==> config.mk <==
export PLATFORM = sky130hd
export DESIGN_NAME = mem_order_guard
export DESIGN_NICKNAME = d
export VERILOG_FILES = /design/src/rtl/mog_pkg.sv /design/src/rtl/mog_pair_tbl.sv /design/src/rtl/mog_store_win.sv /design/src/rtl/mog_load_win.sv /design/src/rtl/mem_order_guard.sv
export SDC_FILE = /design/constraint.sdc
export NUM_CORES = 2
export LEC_CHECK = 0
export ABC_AREA = 1
export BUFFER_PORTS_ARGS = -buffer_cell sky130_fd_sc_hd__buf_2
export CAP_MARGIN = 40
export CORE_MARGIN = 2
export CORE_UTILIZATION = 65
export CTS_BUF_LIST = sky130_fd_sc_hd__clkbuf_2 sky130_fd_sc_hd__clkbuf_4 sky130_fd_sc_hd__clkbuf_8
export CTS_CLUSTER_DIAMETER = 40
export DETAILED_ROUTE_END_ITERATION = 8
export PLACE_DENSITY = 0.84
export REMOVE_ABC_BUFFERS = 1
export SLEW_MARGIN = 20
export SYNTH_ARGS = -nofsm -noshare
export SYNTH_HDL_FRONTEND = slang
export SYNTH_SLANG_ARGS = --single-unit
==> constraint.sdc <==
create_clock -name clk_i -period 21.6 [get_ports clk_i]
set_clock_uncertainty 0.05 [all_clocks]
set_input_delay 5.4 -clock clk_i [delete_from_list [all_inputs] [get_ports clk_i]]
set_output_delay 5.4 -clock clk_i [all_outputs]
set_load 0.05 [all_outputs]
==> src/rtl/mog_pkg.sv <==
`timescale 1ns/1ps
package mog_pkg;

  // a older than b when (a - b) mod 2^w has its top bit set
  function automatic logic older_than(input logic [31:0] a, input logic [31:0] b,
                                      input int unsigned w);
    logic [31:0] d;
    d = a - b;
    return d[w-1];
  endfunction

  function automatic logic [31:0] pt_hash(input logic [31:0] pc, input int unsigned iw);
    logic [31:0] m;
    m = (32'd1 << iw) - 32'd1;
    return ((pc >> 2) ^ (pc >> (2 + iw))) & m;
  endfunction

endpackage

==> src/rtl/mog_pair_tbl.sv <==
`timescale 1ns/1ps
module mog_pair_tbl
  import mog_pkg::*;
#(
  parameter int unsigned IDX_W = 4,
  parameter int unsigned PC_W  = 16
) (
  input  logic            clk_i,
  input  logic            rst_ni,
  input  logic [PC_W-1:0] lk_pc_i,
  output logic            lk_hit_o,
  output logic [PC_W-1:0] lk_st_pc_o,
  input  logic            tr_v_i,
  input  logic [PC_W-1:0] tr_ld_pc_i,
  input  logic [PC_W-1:0] tr_st_pc_i
);
  localparam int unsigned DEPTH = 1 << IDX_W;

  logic [IDX_W-1:0] lk_idx, tr_idx;
  logic             vld   [DEPTH];
  logic [PC_W-1:0]  ld_pc [DEPTH];
  logic [PC_W-1:0]  st_pc [DEPTH];

  assign lk_idx = IDX_W'(pt_hash(32'(lk_pc_i), IDX_W));
  assign tr_idx = IDX_W'(pt_hash(32'(tr_ld_pc_i), IDX_W));

  for (genvar g = 0; g < DEPTH; g++) begin : g_ent
    always_ff @(posedge clk_i or negedge rst_ni) begin
      if (!rst_ni) begin
        vld[g]   <= 1'b0;
        ld_pc[g] <= '0;
        st_pc[g] <= '0;
      end else if (tr_v_i && tr_idx == IDX_W'(g)) begin
        vld[g]   <= 1'b1;
        ld_pc[g] <= tr_ld_pc_i;
        st_pc[g] <= tr_st_pc_i;
      end
    end
  end

  assign lk_hit_o   = vld[lk_idx] && (ld_pc[lk_idx] == lk_pc_i);
  assign lk_st_pc_o = st_pc[lk_idx];
endmodule

==> src/rtl/mog_store_win.sv <==
`timescale 1ns/1ps
module mog_store_win
  import mog_pkg::*;
#(
  parameter int unsigned N     = 8,
  parameter int unsigned SEQ_W = 6,
  parameter int unsigned PC_W  = 16
) (
  input  logic             clk_i,
  input  logic             rst_ni,
  input  logic             disp_v_i,
  input  logic [SEQ_W-1:0] disp_seq_i,
  input  logic [PC_W-1:0]  disp_pc_i,
  input  logic             res_v_i,
  input  logic [SEQ_W-1:0] res_seq_i,
  input  logic             ret_v_i,
  input  logic [SEQ_W-1:0] ret_seq_i,
  input  logic             fl_v_i,
  input  logic [SEQ_W-1:0] fl_seq_i,
  input  logic             q_v_i,
  input  logic [PC_W-1:0]  q_pc_i,
  input  logic [SEQ_W-1:0] q_seq_i,
  output logic             q_pend_o,
  output logic             res_hit_o,
  output logic [PC_W-1:0]  res_pc_o,
  output logic [N-1:0]     occ_o
);
  localparam int unsigned IW = (N > 1) ? $clog2(N) : 1;

  logic             vld   [N];
  logic             known [N];
  logic [SEQ_W-1:0] seq   [N];
  logic [PC_W-1:0]  pc    [N];
  logic             free_ok;
  logic [IW-1:0]    free_idx;
  logic             disp_ok;

  always_comb begin
    free_ok  = 1'b0;
    free_idx = '0;
    for (int i = N - 1; i >= 0; i--) begin
      if (!vld[i]) begin
        free_ok  = 1'b1;
        free_idx = IW'(i);
      end
    end
    res_hit_o = 1'b0;
    res_pc_o  = '0;
    q_pend_o  = 1'b0;
    for (int i = 0; i < N; i++) begin
      if (vld[i] && !known[i] && seq[i] == res_seq_i) begin
        res_hit_o = res_v_i;
        res_pc_o  = pc[i];
      end
      if (vld[i] && !known[i] && pc[i] == q_pc_i &&
          older_than(32'(seq[i]), 32'(q_seq_i), SEQ_W))
        q_pend_o = q_v_i;
    end
  end

  assign disp_ok = disp_v_i && free_ok &&
                   !(fl_v_i && !older_than(32'(disp_seq_i), 32'(fl_seq_i), SEQ_W));

  for (genvar g = 0; g < N; g++) begin : g_ent
    logic kill;
    assign kill = (fl_v_i && !older_than(32'(seq[g]), 32'(fl_seq_i), SEQ_W)) ||
                  (ret_v_i && !older_than(32'(ret_seq_i), 32'(seq[g]), SEQ_W));
    assign occ_o[g] = vld[g];

    always_ff @(posedge clk_i or negedge rst_ni) begin
      if (!rst_ni) begin
        vld[g]   <= 1'b0;
        known[g] <= 1'b0;
        seq[g]   <= '0;
        pc[g]    <= '0;
      end else if (vld[g]) begin
        if (kill) vld[g] <= 1'b0;
        else if (res_v_i && seq[g] == res_seq_i) known[g] <= 1'b1;
      end else if (disp_ok && free_idx == IW'(g)) begin
        vld[g]   <= 1'b1;
        known[g] <= 1'b0;
        seq[g]   <= disp_seq_i;
        pc[g]    <= disp_pc_i;
      end
    end
  end
endmodule

==> src/rtl/mog_load_win.sv <==
`timescale 1ns/1ps
module mog_load_win
  import mog_pkg::*;
#(
  parameter int unsigned N      = 8,
  parameter int unsigned SEQ_W  = 6,
  parameter int unsigned PC_W   = 16,
  parameter int unsigned ADDR_W = 16
) (
  input  logic              clk_i,
  input  logic              rst_ni,
  input  logic              ex_v_i,
  input  logic [SEQ_W-1:0]  ex_seq_i,
  input  logic [PC_W-1:0]   ex_pc_i,
  input  logic [ADDR_W-1:0] ex_addr_i,
  input  logic              ret_v_i,
  input  logic [SEQ_W-1:0]  ret_seq_i,
  input  logic              fl_v_i,
  input  logic [SEQ_W-1:0]  fl_seq_i,
  input  logic              chk_v_i,
  input  logic [SEQ_W-1:0]  chk_seq_i,
  input  logic [ADDR_W-1:0] chk_addr_i,
  output logic              hit_o,
  output logic [SEQ_W-1:0]  hit_seq_o,
  output logic [PC_W-1:0]   hit_pc_o
);
  localparam int unsigned IW = (N > 1) ? $clog2(N) : 1;

  logic              vld  [N];
  logic [SEQ_W-1:0]  seq  [N];
  logic [PC_W-1:0]   pc   [N];
  logic [ADDR_W-1:0] addr [N];
  logic              free_ok;
  logic [IW-1:0]     free_idx;
  logic              ex_ok;

  // oldest younger load at the resolved address, same-cycle execute included
  always_comb begin
    hit_o     = 1'b0;
    hit_seq_o = '0;
    hit_pc_o  = '0;
    if (chk_v_i && ex_v_i && ex_addr_i == chk_addr_i &&
        older_than(32'(chk_seq_i), 32'(ex_seq_i), SEQ_W)) begin
      hit_o     = 1'b1;
      hit_seq_o = ex_seq_i;
      hit_pc_o  = ex_pc_i;
    end
    for (int i = 0; i < N; i++) begin
      if (chk_v_i && vld[i] && addr[i] == chk_addr_i &&
          older_than(32'(chk_seq_i), 32'(seq[i]), SEQ_W) &&
          (!hit_o || older_than(32'(seq[i]), 32'(hit_seq_o), SEQ_W))) begin
        hit_o     = 1'b1;
        hit_seq_o = seq[i];
        hit_pc_o  = pc[i];
      end
    end
  end

  always_comb begin
    free_ok  = 1'b0;
    free_idx = '0;
    for (int i = N - 1; i >= 0; i--) begin
      if (!vld[i]) begin
        free_ok  = 1'b1;
        free_idx = IW'(i);
      end
    end
  end

  assign ex_ok = ex_v_i && free_ok &&
                 !(fl_v_i && !older_than(32'(ex_seq_i), 32'(fl_seq_i), SEQ_W));

  for (genvar g = 0; g < N; g++) begin : g_ent
    logic kill;
    assign kill = (fl_v_i && !older_than(32'(seq[g]), 32'(fl_seq_i), SEQ_W)) ||
                  (ret_v_i && !older_than(32'(ret_seq_i), 32'(seq[g]), SEQ_W));

    always_ff @(posedge clk_i or negedge rst_ni) begin
      if (!rst_ni) begin
        vld[g]  <= 1'b0;
        seq[g]  <= '0;
        pc[g]   <= '0;
        addr[g] <= '0;
      end else if (vld[g]) begin
        if (kill) vld[g] <= 1'b0;
      end else if (ex_ok && free_idx == IW'(g)) begin
        vld[g]  <= 1'b1;
        seq[g]  <= ex_seq_i;
        pc[g]   <= ex_pc_i;
        addr[g] <= ex_addr_i;
      end
    end
  end
endmodule

==> src/rtl/mem_order_guard.sv <==
`timescale 1ns/1ps
module mem_order_guard
  import mog_pkg::*;
#(
  parameter int unsigned SEQ_W    = 6,
  parameter int unsigned PC_W     = 16,
  parameter int unsigned ADDR_W   = 16,
  parameter int unsigned N_ST     = 8,
  parameter int unsigned N_LD     = 8,
  parameter int unsigned PT_IDX_W = 4
) (
  input  logic              clk_i,
  input  logic              rst_ni,
  input  logic              ld_req_valid_i,
  input  logic [PC_W-1:0]   ld_req_pc_i,
  input  logic [SEQ_W-1:0]  ld_req_seq_i,
  output logic              ld_req_allow_o,
  input  logic              st_disp_valid_i,
  input  logic [SEQ_W-1:0]  st_disp_seq_i,
  input  logic [PC_W-1:0]   st_disp_pc_i,
  input  logic              st_res_valid_i,
  input  logic [SEQ_W-1:0]  st_res_seq_i,
  input  logic [ADDR_W-1:0] st_res_addr_i,
  input  logic              ld_exec_valid_i,
  input  logic [SEQ_W-1:0]  ld_exec_seq_i,
  input  logic [PC_W-1:0]   ld_exec_pc_i,
  input  logic [ADDR_W-1:0] ld_exec_addr_i,
  input  logic              retire_valid_i,
  input  logic [SEQ_W-1:0]  retire_seq_i,
  input  logic              flush_valid_i,
  input  logic [SEQ_W-1:0]  flush_seq_i,
  output logic              viol_valid_o,
  output logic [SEQ_W-1:0]  viol_seq_o
);
  logic             pt_hit;
  logic [PC_W-1:0]  pt_st_pc;
  logic             st_pend;
  logic             res_hit;
  logic [PC_W-1:0]  res_pc;
  logic             chk_v;
  logic             det_hit;
  logic [SEQ_W-1:0] det_seq;
  logic [PC_W-1:0]  det_pc;
  logic [N_ST-1:0]  st_occ;

  assign chk_v = res_hit && !flush_valid_i;

  mog_pair_tbl #(.IDX_W(PT_IDX_W), .PC_W(PC_W)) u_tbl (
    .clk_i      (clk_i),
    .rst_ni     (rst_ni),
    .lk_pc_i    (ld_req_pc_i),
    .lk_hit_o   (pt_hit),
    .lk_st_pc_o (pt_st_pc),
    .tr_v_i     (det_hit),
    .tr_ld_pc_i (det_pc),
    .tr_st_pc_i (res_pc)
  );

  mog_store_win #(.N(N_ST), .SEQ_W(SEQ_W), .PC_W(PC_W)) u_st (
    .clk_i      (clk_i),
    .rst_ni     (rst_ni),
    .disp_v_i   (st_disp_valid_i),
    .disp_seq_i (st_disp_seq_i),
    .disp_pc_i  (st_disp_pc_i),
    .res_v_i    (st_res_valid_i),
    .res_seq_i  (st_res_seq_i),
    .ret_v_i    (retire_valid_i),
    .ret_seq_i  (retire_seq_i),
    .fl_v_i     (flush_valid_i),
    .fl_seq_i   (flush_seq_i),
    .q_v_i      (pt_hit),
    .q_pc_i     (pt_st_pc),
    .q_seq_i    (ld_req_seq_i),
    .q_pend_o   (st_pend),
    .res_hit_o  (res_hit),
    .res_pc_o   (res_pc),
    .occ_o      (st_occ)
  );

  mog_load_win #(.N(N_LD), .SEQ_W(SEQ_W), .PC_W(PC_W), .ADDR_W(ADDR_W)) u_ld (
    .clk_i      (clk_i),
    .rst_ni     (rst_ni),
    .ex_v_i     (ld_exec_valid_i),
    .ex_seq_i   (ld_exec_seq_i),
    .ex_pc_i    (ld_exec_pc_i),
    .ex_addr_i  (ld_exec_addr_i),
    .ret_v_i    (retire_valid_i),
    .ret_seq_i  (retire_seq_i),
    .fl_v_i     (flush_valid_i),
    .fl_seq_i   (flush_seq_i),
    .chk_v_i    (chk_v),
    .chk_seq_i  (st_res_seq_i),
    .chk_addr_i (st_res_addr_i),
    .hit_o      (det_hit),
    .hit_seq_o  (det_seq),
    .hit_pc_o   (det_pc)
  );

  assign ld_req_allow_o = !(ld_req_valid_i && st_pend);

  always_ff @(posedge clk_i or negedge rst_ni) begin
    if (!rst_ni) begin
      viol_valid_o <= 1'b0;
      viol_seq_o   <= '0;
    end else begin
      viol_valid_o <= det_hit;
      viol_seq_o   <= det_seq;
    end
  end
endmodule

# Yosys cells after proc, flatten, opt, wreduce, memory -nomap -nowiden
# Cells that the tools add are included.
[classes] addsub=59 order_cmp=1 n_eq_ne=71 mux=172 bitwise=19 reduce_logical=261
[ops] cell="subtractor 6 bit" n=59
[ops] cell="2-to-1 mux 16 bit" n=21
[ops] cell="== test 16 bit" n=18
[ops] cell="logical AND 1 bit" n=148
[ops] cell="binary-select mux 16 bit (select 4 bit)" n=2
[ops] cell="2-to-1 mux 1 bit" n=123
[ops] cell="zero test 1 bit" n=54
[ops] cell="2-to-1 mux 6 bit" n=9
[ops] cell="== test 6 bit" n=8
[ops] cell="2-to-1 mux 3 bit" n=16
[ops] cell="== test 4 bit (second input constant)" n=8
[ops] cell="inequality test 2 bit (second input constant)" n=16
[ops] cell="AND reduction 2 bit" n=16
[ops] cell="== test 3 bit (second input constant)" n=8
[ops] cell="logical OR 1 bit" n=24
[ops] cell="AND reduction 3 bit" n=8
[ops] cell="== test 4 x 3 -> 1 bit (second input constant)" n=4
[ops] cell="inverter 1 bit" n=16
[ops] cell="nonzero test 2 bit" n=8
[ops] cell="== test 3 x 2 -> 1 bit (second input constant)" n=4
[ops] cell="== test 4 x 2 -> 1 bit (second input constant)" n=2
[ops] cell="bitwise XOR 4 bit" n=2
[ops] cell="== test 3 x 1 -> 1 bit (second input constant)" n=2
[ops] cell="zero test 3 bit" n=2
[ops] cell="other kinds (5)" n=5
[totals] ff_bits=1039 in_bits=124 output_inout_bits=8 elab_cells=697

# Longest topological paths before layout
[logic_depth] ltp_word=51 depth_mapped=130 depth_no_buf=107

# Modules after synthesis
# From an unflattened synthesis, not the netlist that was laid out.
[unflattened] hier_cells=7811 hier_area_um2=59782.3
[modules_own_cells] module="mog_pair_tbl" instances=1 cells_per_inst=2935 area_each_um2=24018.0 seq_area_each_um2=13212.7
[modules_own_cells] module="mog_load_win" instances=1 cells_per_inst=2989 area_each_um2=21613.2 seq_area_each_um2=7807.5
[modules_own_cells] module="mog_store_win" instances=1 cells_per_inst=1877 area_each_um2=13962.1 seq_area_each_um2=4804.6
[modules_own_cells] module="mem_order_guard" instances=1 cells_per_inst=10 area_each_um2=188.9 seq_area_each_um2=175.2

# Least setup slack after synthesis
# No wires, ideal clock.
[synth_path] path_kind="input port to flip-flop" start="input port st_res_seq_i[5]" end="register u_tbl.ld_pc[233] in the netlist's numbering" setup_time_ns=0.118 arrival_ns=22.760 path_slack_ns=-1.328 path_stages=124 path_cell_list="buf_4 > buf_6 > xor2_1 > nor2_1 > nand4_1 > nand2_1 > nor2_1 > nand2_2 > nand3_1 > nor2_4 > nand2_1 > ha_1 > a21oi_1 > nor2_1 > a211oi_1 > nand2_1 > nand2_2 > nand3_2 > (+88 left out) > ha_1 > nand2_1 > nor2_1 > a211oi_1 > nand3_2 > nand3_4 > nand2_4 > buf_6 > nand2_2 > nand2_4 > nand2_1 > nand2_2 > nor2_8 > nand2_2 > buf_4 > buf_4 > nand2_1 > nand2_1"
[synth_via] elab_chain_len=50 word_cells_on_any_way=122 cone_classes="17 x add/sub; 9 x eq/ne; 34 x mux; 1 x bitwise; 61 x reduce/logical"
[synth_lines] element="start: declaration" line="mem_order_guard.sv:22" rtl="input logic [SEQ_W-1:0] st_res_seq_i,"
[synth_lines] element="== test 6 bit" line="mog_store_win.sv:51" rtl="if (vld[i] && !known[i] && seq[i] == res_seq_i) begin"
[synth_lines] element="logical AND 1 bit" line="mog_store_win.sv:51"
[synth_lines] element="2-to-1 mux 1 bit (8 in a row)" line="mog_store_win.sv:51"
[synth_lines] element="logical AND 1 bit" line="mem_order_guard.sv:46" rtl="assign chk_v = res_hit && !flush_valid_i;"
[synth_lines] element="logical AND 1 bit (3 in a row)" line="mog_load_win.sv:42" rtl="if (chk_v_i && ex_v_i && ex_addr_i == chk_addr_i &&"
[synth_lines] element="2-to-1 mux 6 bit or 2-to-1 mux 1 bit (tied branches)" line="mog_load_win.sv:42"
[synth_lines] element="subtractor 6 bit or zero test 1 bit (tied branches)" line="mog_pkg.sv:8, mog_load_win.sv:51"
[synth_lines] element="logical OR 1 bit" line="mog_load_win.sv:51" rtl="(!hit_o || older_than(32'(seq[i]), 32'(hit_seq_o), SEQ_W))) begin"
[synth_lines] element="(+25 left out)"
[synth_lines] element="2-to-1 mux 6 bit or 2-to-1 mux 1 bit (tied branches)" line="mog_load_win.sv:49" rtl="if (chk_v_i && vld[i] && addr[i] == chk_addr_i &&"
[synth_lines] element="subtractor 6 bit or zero test 1 bit (tied branches)" line="mog_pkg.sv:8, mog_load_win.sv:51"
[synth_lines] element="logical OR 1 bit" line="mog_load_win.sv:51"
[synth_lines] element="logical AND 1 bit" line="mog_load_win.sv:50" rtl="older_than(32'(chk_seq_i), 32'(seq[i]), SEQ_W) &&"
[synth_lines] element="2-to-1 mux 16 bit" line="mog_load_win.sv:49"
[synth_lines] element="bitwise XOR 4 bit" line="mog_pkg.sv:15" rtl="return ((pc >> 2) ^ (pc >> (2 + iw))) & m;"
[synth_lines] element="== test 4 x 1 -> 1 bit" line="mog_pair_tbl.sv:33" rtl="end else if (tr_v_i && tr_idx == IDX_W'(g)) begin"
[synth_lines] element="logical AND 1 bit" line="mog_pair_tbl.sv:33"
[synth_lines] element="end signal: indexed assignment" line="mog_pair_tbl.sv:35" rtl="ld_pc[g] <= tr_ld_pc_i;"
[synth_lines] element="end: declaration" line="mog_pair_tbl.sv:21" rtl="logic [PC_W-1:0] ld_pc [DEPTH];"
# Several ways; a longest one is shown, not always the timed one.
# A chain may end at the register's enable or synchronous reset.

# Worst setup path in the final report
[layout_path] start="input port st_res_seq_i[3]" end="register u_tbl.st_pc[78] in the netlist's numbering"
[layout_via] elab_chain_len=50 word_cells_on_any_way=130 cone_classes="17 x add/sub; 9 x eq/ne; 42 x mux; 1 x bitwise; 61 x reduce/logical"
[layout_lines] element="== test 6 bit" line="mog_store_win.sv:51"
[layout_lines] element="logical AND 1 bit" line="mog_store_win.sv:51"
[layout_lines] element="2-to-1 mux 1 bit (8 in a row)" line="mog_store_win.sv:51"
[layout_lines] element="logical AND 1 bit" line="mem_order_guard.sv:46"
[layout_lines] element="logical AND 1 bit (3 in a row)" line="mog_load_win.sv:42"
[layout_lines] element="2-to-1 mux 6 bit or 2-to-1 mux 1 bit (tied branches)" line="mog_load_win.sv:42"
[layout_lines] element="subtractor 6 bit or zero test 1 bit (tied branches)" line="mog_pkg.sv:8, mog_load_win.sv:51"
[layout_lines] element="logical OR 1 bit" line="mog_load_win.sv:51"
[layout_lines] element="(+25 left out)"
[layout_lines] element="2-to-1 mux 6 bit or 2-to-1 mux 1 bit (tied branches)" line="mog_load_win.sv:49"
[layout_lines] element="subtractor 6 bit or zero test 1 bit (tied branches)" line="mog_pkg.sv:8, mog_load_win.sv:51"
[layout_lines] element="logical OR 1 bit" line="mog_load_win.sv:51"
[layout_lines] element="logical AND 1 bit" line="mog_load_win.sv:50"
[layout_lines] element="2-to-1 mux 16 bit" line="mog_load_win.sv:49"
[layout_lines] element="bitwise XOR 4 bit" line="mog_pkg.sv:15"
[layout_lines] element="== test 4 bit" line="mog_pair_tbl.sv:33"
[layout_lines] element="logical AND 1 bit" line="mog_pair_tbl.sv:33"
[layout_lines] element="end signal: indexed assignment" line="mog_pair_tbl.sv:36" rtl="st_pc[g] <= tr_st_pc_i;"
[layout_lines] element="end: declaration" line="mog_pair_tbl.sv:22" rtl="logic [PC_W-1:0] st_pc [DEPTH];"
# Several ways; a longest one is shown, not always the timed one.

==> out/qor.csv <==
stage,metric,value,unit
synth,post-synthesis sequential area ratio,0.4155,
finish,final core utilization,0.7253,
routing,via count,63590,
worst_setup_path,startpoint types,input port,
pwr,Max VDD drop,78.35,uV
sta,fin. max-slew vios,0,
worst_setup_path,CP endpoint kind,flop,
pwr,cell leakage power,34.54,nW
sta,fin crit share,0.9289,
pwr,post-layout power,5.840,mW
sta,count of final setup violators,0,
finish,# fillers,7709,
placement,Placement Cell Area,64520,sq um
pwr,Net Sw Frac,0.3495,
grt,largest net degree at the start of global routing,178,
grt,Tot GR Track Use,0.4523,
die,core region area,95150,sq um
pwr,Internal,3.799,mW
synth,synthesized flop and latch total,1039,
routing,detailed-route wire length per cell,22.40,microns
pwr,Logic pwr share,0.235,
synth,"area leader, netlist",dfrtp_1,
placement,gpl congestion,0.9845,
finish,final cell count without fillers,10070,
worst_setup_path,critical path data required time,22.36,ns
synth,Synth top area share,0.4155,
synth,number of synthesized flops with an enable pin,0,
flow_run,Max Cap Viol,0,
pwr,Sequential Power Share,0.411,
placement,placed cell count,9720,
placement,IO Port Bufs,131,
clock_network,htree depth,4,
synth,post-synthesis cell area,62570,sq um
synth,Post-synth top cells,"nand2_1 (3,079), dfrtp_1 (1,039), nand3_1 (887), o21ai_0 (865), inv_1 (639)",
synth,"count leader, synth",nand2_1,
pwr,switching power,2.041,mW
clock_network,CTS Root Cell,clkbuf_8,
clock_network,clock sink count,1039,
sta,worst slew pin tran,0.9606,ns
routing,routed wire length,225.6,mm
worst_setup_path,critical path peak fanout,24,
finish,Final Instance Area,69010,sq um
die,IO Pins,132,
clock_network,CTS Buf Count,183,
synth,Syn Area/Cell,7.267,sq um
sta,min cycle time layout,20.06,ns
routing,post-DR vias/cell,6.314,
die,Starting Density,0.6576,
worst_setup_path,"Max stage delay cell, worst path",buf_4,
finish,fraction of layout cells with a size suffix above 1,0.09734,
synth,asr flop ratio synth,1.000,
min_path,Hold WC Path Type,reg2reg,
synth,Main synth FF type,dfrtp_1,
clock_network,CTS Hold Bufs,0,
finish,synthesis-to-finish area growth,10.30,%
worst_setup_path,critical path arrival,20.82,ns
die,die area,98760,sq um
finish,Nets,9016,
die,Die Wd,314.3,microns
pwr,power share of the clock group,0.354,
synth,synth top area cells,"dfrtp_1 (42%), nand2_1 (18%), nand3_1 (7.1%)",
grt,number of global-route vias before repair,60720,
clock_network,clk slew on worst S/H paths,0.06,ns
grt,initial antenna violation count,6,
worst_setup_path,CP peak stage delay,0.37,ns
routing,# DRC,0,
grt,global-route wire length before repair,345.0,mm
placement,dpl hpwl,148.3,mm
sta,WHS,0.3958,ns
sta,RSZ-0062 raised after global routing,false,
sta,max_slew headroom,0.3596,
synth,Gate Count Post-Synth,8610,
routing,final antenna-violating net count,0,
pwr,Power Density,84.63,nW/um^2
die,row count,113,
synth,"Distinct cells, synth",65,
routing,initial DRC count,9464,
run_status,status,completed,
grt,grt ovf,0,
clock_network,clock tree buffer depth,3,
clock_network,TritonCTS clock tree,yes,
worst_setup_path,CP Class,in2reg,
synth,Yosys warning count,0,
die,Die Ht,314.3,microns
worst_setup_path,Worst path most repeated cell,nand2_1,
sta,Peak Freq,49.84,MHz
sta,Final Hold Fails,0,
clock_network,Clock Latency Late Sink,0.91,ns
routing,First-pass DRT Iterations,9,
[metrics by stage]
step	setup WS (ns)	setup TNS (ns)
after global routing	0.09462	0
after detailed placement	0.2879	0
after CTS	1.204	0
final	1.536	0
after global placement	0.7258	0
after floorplan	-1.627	-575.50
[flip-flops by register name, summed over array words and instances (netlist names), 16 cells and up]
signal	flops
u_tbl.st_pc	256
u_ld.pc	128
u_tbl.ld_pc	256
u_ld.seq	48
u_st.seq	48
u_ld.addr	128
u_tbl.vld	16
u_st.pc	128
[area by class of cell]
type / count / area (sq um) / share of cell area
inverter: 662 / 2500 / 0.03622
multi-input combinational: 6427 / 32060 / 0.4646
timing repair buffer: 343 / 2705 / 0.03920
antenna: 3 / 7.507 / 0.0001088
tap: 1265 / 1583 / 0.02293
sequential: 1039 / 26000 / 0.3767
clock inverter: 62 / 739.5 / 0.01071
clock buffer: 271 / 3417 / 0.04951
[cell usage in the layout (no fill, tap or decap), drive strengths merged, types with 21 or more instances in the layout]
cell | synthesis | routed
a21oi | 172 | 172
nand3 | 898 | 898
dfrtp | 1039 | 1039
ha | 236 | 236
nor3 | 77 | 77
buf | 202 | 337
o21ai | 898 | 898
xor2 | 137 | 137
inv | 659 | 666
o22ai | 34 | 34
clkbuf | 281 | 275
nand2 | 3124 | 3124
xnor2 | 72 | 72
nor2 | 322 | 323
clkinv | 3 | 39
nand4 | 98 | 98
o211ai | 75 | 75
nor4 | 85 | 85
or2 | 41 | 41
a31oi | 21 | 21
[timing repair]
action | in CTS | in global routing
endpoints found under the setup margin | 0 | 528
resized for setup | 0 | 48
setup buffers | 0 | 6
[metal layers]
metal	global-route usage	vias up	routed length (microns)
li1	-	28300	-
met1	0.5918	29590	83760
met2	0.6852	4602	98070
met3	0.1108	1091	29040
met4	0.2662	6	14710
met5	0	-	37
[power groups by stage]
| stage | logic, mW | clock network, mW | registers (mW) |
|---|---|---|---|
| 2_1_floorplan | 0.893 | 0 | 2.35 |
| 3_3_place_gp | 1.28 | 0 | 2.41 |
| 3_5_place_dp | 1.33 | 0 | 2.42 |
| 4_1_cts | 1.34 | 2.06 | 2.39 |
| 5_1_grt | 1.52 | 2.16 | 2.42 |
| 6_report | 1.37 | 2.07 | 2.40 |
[path summary, 6_finish.rpt]
path,cells past startpoint,start,endpoint,slack [ns]
max,96,st_res_seq_i[3],u_tbl.st_pc[78],1.54
min,2,u_tbl.vld[6],u_tbl.vld[6],0.40
max reg2reg,97,u_st.seq[40],u_tbl.st_pc[78],5.90
min reg2reg,2,u_tbl.vld[6],u_tbl.vld[6],0.40
max in group asynchronous,6,rst_ni,u_st.seq[2],14.17
min in group asynchronous,1,rst_ni,u_tbl.vld[0],4.43
[cells by family after synthesis]
kind of cell,after synthesis,share of synthesized area
AOI/OAI and AO/OA,1310,0.1146
DFF,1039,0.4155
xor gates and xnor gates,209,0.02998
adders and majority gates,236,0.04719
buffers and inverters,1145,0.07481
and+or+nand+nor,4669,0.3175
muxes,2,0.0003599
[worst max-delay path: cells and delay by family]
| family | cells | cell delay [ns] |
|---|---|---|
| xor gates and xnor gates | 1 | 0.21 |
| AOI/OAI and AO/OA | 19 | 4.14 |
| adders and majority gates | 9 | 2.66 |
| and+or+nand+nor | 56 | 6.45 |
| buffers and inverters | 11 | 1.86 |
(Power assumes the default switching activity.)
